[config.mk]
export PLATFORM = sky130hd
export DESIGN_NAME = crt_sync_cond
export DESIGN_NICKNAME = d
export VERILOG_FILES = /design/src/rtl/crt_sync_pkg.sv /design/src/rtl/crt_ctrl_regs.sv /design/src/rtl/crt_sync_lane.sv /design/src/rtl/crt_vint.sv /design/src/rtl/crt_sync_cond.sv
export SDC_FILE = /design/constraint.sdc
export NUM_CORES = 1
export LEC_CHECK = 0
export BUFFER_PORTS_ARGS = -buffer_cell sky130_fd_sc_hd__buf_2
export CAP_MARGIN = 30
export CORE_MARGIN = 2
export CORE_UTILIZATION = 56
export CTS_BUF_LIST = sky130_fd_sc_hd__clkbuf_8
export DETAILED_ROUTE_END_ITERATION = 10
export PLACE_DENSITY = 0.9
export SLEW_MARGIN = 20
export SYNTH_ARGS = -nofsm -noshare
export SYNTH_HDL_FRONTEND = slang
export SYNTH_SLANG_ARGS = --single-unit
[constraint.sdc]
create_clock -name clk -period 3.7 [get_ports clk]
set_input_delay 0.185 -clock clk [delete_from_list [all_inputs] [get_ports clk]]
set_output_delay 0.185 -clock clk [all_outputs]
set_load 0.01 [all_outputs]
[src/rtl/crt_sync_pkg.sv]
package crt_sync_pkg;

    // Control register layout, MSB first.
    typedef struct packed {
        logic serclk;
        logic tg_en;
        logic irq_en;
        logic vs_pol;
        logic hs_pol;
        logic blank_en;
        logic vs_en;
        logic hs_en;
    } ctrl_t;

    localparam int CTRL_W = $bits(ctrl_t);

    localparam int LANE_H = 0;
    localparam int LANE_V = 1;
    localparam int LANE_B = 2;
    localparam int N_LANE = 3;

endpackage

[src/rtl/crt_ctrl_regs.sv]
module crt_ctrl_regs
    import crt_sync_pkg::*;
#(
    parameter int ADDR_W = 3,
    parameter int DATA_W = 16,
    parameter int N_TREG = 4
) (
    input  logic                     clk,
    input  logic                     rst_n,
    input  logic                     wr_en_i,
    input  logic [ADDR_W-1:0]        wr_addr_i,
    input  logic [DATA_W-1:0]        wr_data_i,
    output ctrl_t                    ctrl_o,
    output logic [N_TREG*DATA_W-1:0] treg_o
);

    typedef struct packed {
        ctrl_t                          ctrl;
        logic [N_TREG-1:0][DATA_W-1:0]  treg;
    } st_t;

    st_t st_d, st_q;

    always_comb begin
        st_d = st_q;
        if (wr_en_i) begin
            if (wr_addr_i == '0) begin
                st_d.ctrl = ctrl_t'(wr_data_i[CTRL_W-1:0]);
            end
            for (int i = 0; i < N_TREG; i++) begin
                if (wr_addr_i == ADDR_W'(i + 1) && !st_q.ctrl.tg_en) begin
                    st_d.treg[i] = wr_data_i;
                end
            end
        end
    end

    always_ff @(posedge clk or negedge rst_n) begin
        if (!rst_n) st_q <= '0;
        else        st_q <= st_d;
    end

    assign ctrl_o = st_q.ctrl;

    for (genvar g = 0; g < N_TREG; g++) begin : g_treg
        assign treg_o[g*DATA_W +: DATA_W] = st_q.treg[g];

        assert_lock_R7: assert property (@(posedge clk) disable iff (!rst_n)
            st_q.ctrl.tg_en |=> $stable(treg_o[g*DATA_W +: DATA_W]));
    end

endmodule

[src/rtl/crt_sync_lane.sv]
module crt_sync_lane (
    input  logic clk,
    input  logic rst_n,
    input  logic hold_i,
    input  logic raw_i,
    input  logic en_i,
    input  logic pol_i,
    input  logic alt_i,
    output logic pin_o
);

    logic lvl;
    logic pin_d, pin_q;

    always_comb begin
        lvl   = raw_i & ~hold_i;
        pin_d = en_i ? (lvl ^ pol_i) : alt_i;
    end

    always_ff @(posedge clk or negedge rst_n) begin
        if (!rst_n) pin_q <= 1'b0;
        else        pin_q <= pin_d;
    end

    assign pin_o = pin_q;

    assert_off_low_R2: assert property (@(posedge clk) disable iff (!rst_n)
        (!en_i && !alt_i) |=> !pin_o);

    assert_alt_R4: assert property (@(posedge clk) disable iff (!rst_n)
        !en_i |=> pin_o == $past(alt_i));

    assert_idle_R1: assert property (@(posedge clk) disable iff (!rst_n)
        (en_i && !raw_i) |=> pin_o == $past(pol_i));

    assert_hold_R8: assert property (@(posedge clk) disable iff (!rst_n)
        (en_i && hold_i) |=> pin_o == $past(pol_i));

endmodule

[src/rtl/crt_vint.sv]
module crt_vint (
    input  logic clk,
    input  logic rst_n,
    input  logic run_i,
    input  logic vs_raw_i,
    input  logic irq_en_i,
    output logic irq_o
);

    typedef struct packed {
        logic prev;
        logic flag;
    } st_t;

    st_t  st_d, st_q;
    logic v_int;

    always_comb begin
        v_int   = vs_raw_i & run_i;
        st_d    = st_q;
        st_d.prev = v_int;
        if (!irq_en_i)                 st_d.flag = 1'b0;
        else if (v_int && !st_q.prev)  st_d.flag = 1'b1;
    end

    always_ff @(posedge clk or negedge rst_n) begin
        if (!rst_n) st_q <= '0;
        else        st_q <= st_d;
    end

    assign irq_o = st_q.flag;

    assert_vint_clear_R6: assert property (@(posedge clk) disable iff (!rst_n)
        !irq_en_i |=> !irq_o);

    assert_vint_keep_R5: assert property (@(posedge clk) disable iff (!rst_n)
        (irq_en_i && irq_o) |=> irq_o);

endmodule

[src/rtl/crt_sync_cond.sv]
module crt_sync_cond
    import crt_sync_pkg::*;
#(
    parameter int ADDR_W = 3,
    parameter int DATA_W = 16,
    parameter int N_TREG = 4
) (
    input  logic                     clk,
    input  logic                     rst_n,
    input  logic                     wr_en_i,
    input  logic [ADDR_W-1:0]        wr_addr_i,
    input  logic [DATA_W-1:0]        wr_data_i,
    input  logic                     raw_hsync_i,
    input  logic                     raw_vsync_i,
    input  logic                     raw_blank_i,
    output logic                     hsync_o,
    output logic                     vsync_o,
    output logic                     blank_n_o,
    output logic                     vint_o,
    output logic                     dot_rst_o,
    output logic [N_TREG*DATA_W-1:0] tmg_regs_o
);

    ctrl_t             ctrl;
    logic [N_LANE-1:0] raw_v, en_v, pol_v, alt_v, pin_v;

    crt_ctrl_regs #(
        .ADDR_W (ADDR_W),
        .DATA_W (DATA_W),
        .N_TREG (N_TREG)
    ) u_regs (
        .clk       (clk),
        .rst_n     (rst_n),
        .wr_en_i   (wr_en_i),
        .wr_addr_i (wr_addr_i),
        .wr_data_i (wr_data_i),
        .ctrl_o    (ctrl),
        .treg_o    (tmg_regs_o)
    );

    // Blank uses a fixed inverting polarity to make it active low.
    always_comb begin
        raw_v[LANE_H] = raw_hsync_i;
        en_v[LANE_H]  = ctrl.hs_en;
        pol_v[LANE_H] = ctrl.hs_pol;
        alt_v[LANE_H] = 1'b0;
        raw_v[LANE_V] = raw_vsync_i;
        en_v[LANE_V]  = ctrl.vs_en;
        pol_v[LANE_V] = ctrl.vs_pol;
        alt_v[LANE_V] = ctrl.serclk;
        raw_v[LANE_B] = raw_blank_i;
        en_v[LANE_B]  = ctrl.blank_en;
        pol_v[LANE_B] = 1'b1;
        alt_v[LANE_B] = 1'b0;
    end

    for (genvar g = 0; g < N_LANE; g++) begin : g_lane
        crt_sync_lane u_lane (
            .clk    (clk),
            .rst_n  (rst_n),
            .hold_i (~ctrl.tg_en),
            .raw_i  (raw_v[g]),
            .en_i   (en_v[g]),
            .pol_i  (pol_v[g]),
            .alt_i  (alt_v[g]),
            .pin_o  (pin_v[g])
        );
    end

    crt_vint u_vint (
        .clk      (clk),
        .rst_n    (rst_n),
        .run_i    (ctrl.tg_en),
        .vs_raw_i (raw_vsync_i),
        .irq_en_i (ctrl.irq_en),
        .irq_o    (vint_o)
    );

    assign hsync_o   = pin_v[LANE_H];
    assign vsync_o   = pin_v[LANE_V];
    assign blank_n_o = pin_v[LANE_B];
    assign dot_rst_o = ~ctrl.tg_en;

endmodule

==> impl_results.md <==
- Fin. Hold Viols: 0
- Root buf cell: clkbuf_8
- Critical Path Sink: u_regs.treg_o[5]$_DFFE_PN0P_
- Setup TNS: 0 ns
- Initial antenna violation count: 0
- Worst Path Arrival: 2.32 ns
- Setup bufs post-CTS: 0
- Layout Skew: 0.01009 ns
- Max-slew violations: 0
- Power per cell area: 691.2 mW/mm^2
- Die Width: 77 um
- Clk_lat worst skew: 0.34 ns
- Reg2reg setup slack: 1.61 ns
- Commonest non-fill, non-tap cell in the layout: buf_2
- # hold bufs at CTS: 0
- PortBufs: 93
- Drt via density: 5.247
- VDD IR max: 414.4 uV
- Post-CTS sizing: 0
- Antenna-violating nets left: 0
- Avg Cell Area, Syn: 17.15 sq um
- Crit end category: register
- Clock Sinks: 77
- Seq/Total Area, Yosys: 0.6457
- Yosys top cell by area: dfrtp_1
- Clock slew at reported path FFs: 0.08 ns
- Ant diodes: 0
- Top cells by area, synth: dfrtp_1 (65%), mux2_2 (23%), mux2_4 (5.0%)
- Maximum clock rate: 0.4783 GHz
- Area Growth Syn to Fin: 27.04%
- Worst Tran Pin Value: 0.9202 ns
- Final Critical Period: 2.091 ns
- Layout fillers: 361
- DP Wirelength: 4.282 mm
- Status: finished clean
- Syn nets: 199
- H-tree depth: 3
- Path depth of the worst reg2reg path: 2
- Drt wl/cell: 17.72 um
- Die Y: 77 um
- DRC viols: 0
- Final period util: 0.5651
- Crit-path max FO: 16
- RR Endpoint: u_regs.treg_o[5]$_DFFE_PN0P_
- Gp weighted congestion: 0.7385
- Global route overflow: 0
- # IOs: 94
- Share of the synthesized area in the top cell type: 0.6457
- RSZ-0062 raised after global routing: no
- FP Rows: 26
- Setup slack after placement: 1.589 ns
- Slew HR: 0.3866
- Hold Crit Class: in -> reg
- CTS Buf Count: 9
- Nets: 302
- Fraction of layout cells with a size suffix above 1: 0.6738
- CTS Buffer Depth: 2
- Synth cell types: 20
- CP startpoint kind: register
- Starting DRT DRC Count: 82
- Via count: 1847
- GRT Util Overall: 0.2221
- DIE AREA: 0.005929 sq mm
- TritonCTS clock tree: built
- First-pass GRT wire length: 10.11 mm
- Worst Path Required: 3.92 ns
- Drt total wl: 6.239 mm
- Commonest cells after routing, fill and taps aside: buf_2 (92), dfrtp_1 (77), mux2_2 (62), mux2_4 (10), clkbuf_8 (10)
- Cell Area, Synth: 0.002984 sq mm
- Post-Synthesis Cells: 174
- Vias in the first global route: 1970
- Syn. warnings: 0
- Hold path cells: 2
- Largest net degree at the start of global routing: 78
- Pre-antenna DRT Iters: 4
- Core area: 0.005140 sq mm
- Starting Density: 0.5806
- Final setup margin: 1.609 ns
- Leakage: 1.864 nW
- Reg-to-Reg Start: u_regs.ctrl_o[6]$_DFFE_PN0P_
- Crit path from: u_regs.ctrl_o[6]$_DFFE_PN0P_
- Critical path type: reg -> reg
- Max-cap violations: 0
- Seq cells post-synth: 77
- Setup-failing EPs final: 0
[cell families after synthesis]
kind of cell           share of synthesized area
buffers and inverters                    0.01761
XOR/XNOR                                0.005871
AO/OA/AOI/OAI                           0.006709
multiplexers                              0.2843
flip-flops                                0.6457
AND/OR/NAND/NOR                          0.03983
[critical path, stage by stage (launching register included)]
cell	delay, ns
dfrtp_1	0.53
or4b_1	0.99
mux2_4	0.45
[registers in the layout, indices dropped and copies added (netlist names)]
signal / count
u_vint.irq_o: 1
g_lane.u_lane.pin_o: 3
u_regs.treg_o: 64
u_regs.ctrl_o: 8
u_vint.st_q: 1
[stage by stage]
stage               utilization  cell area (sq um)  hold WS [ns]  cells  total power, mW
floorplan                     -               2984       -0.1106    174            1.599
global placement         0.6845               3518        0.3791    333            1.896
detailed placement       0.6867               3530        0.3815    334            1.936
CTS                      0.7303               3754       0.01238    350            2.634
global route             0.7376               3791       0.04839    352            2.751
finish                   0.7376               3791       0.04925    352            2.621
[synth_stat cells (all sizes together)]
| library cell | count |
|---|---|
| mux2 | 72 |
| a21boi | 1 |
| nor4b | 2 |
| nand2b | 1 |
| inv | 2 |
| xor2 | 1 |
| o21a | 1 |
| a21oi | 1 |
| nor3 | 1 |
| buf | 6 |
| nor4 | 1 |
| and2 | 1 |
| nor2 | 2 |
| xnor2 | 1 |
| dfrtp | 77 |
| or4b | 1 |
| nand2 | 3 |
[worst min path at each step]
stage | startpoint | endpoint
after floorplan | rst_n | g_lane[0].u_lane.pin_o$_DFF_PN0_
after global placement | rst_n | u_regs.treg_o[23]$_DFFE_PN0P_
after detailed placement | rst_n | u_regs.treg_o[23]$_DFFE_PN0P_
after CTS | rst_n | u_regs.treg_o[23]$_DFFE_PN0P_
after global routing | raw_blank_i | g_lane[2].u_lane.pin_o$_DFF_PN0_
final | raw_blank_i | g_lane[2].u_lane.pin_o$_DFF_PN0_
[where the power goes]
group	internal, mW	leakage [nW]	switching, mW
registers	1.09	0.929	0.136
clock network	0.397	0.112	0.303
logic	0.371	0.823	0.323
[cell type report]
type | instances | area [sq um] | area share
multi-input combinational | 89 | 1013 | 0.2673
tap | 70 | 87.58 | 0.02310
clock inverter | 6 | 86.33 | 0.02277
clock buffer | 10 | 137.6 | 0.03630
sequential | 77 | 1927 | 0.5083
timing repair buffer | 98 | 531.8 | 0.1403
inverter | 2 | 7.507 | 0.001980
[metal layers]
metal	vias to the layer above	global-route usage	wire length, um	share of wire
li1	824	-	-	-
met1	942	0.2814	2600	0.42
met2	70	0.3702	3168	0.51
met3	11	0.06118	382	0.061
met4	0	0.07857	88	0.014
met5	-	0	0	0
No activity file was read; power rests on OpenSTA's default activity.
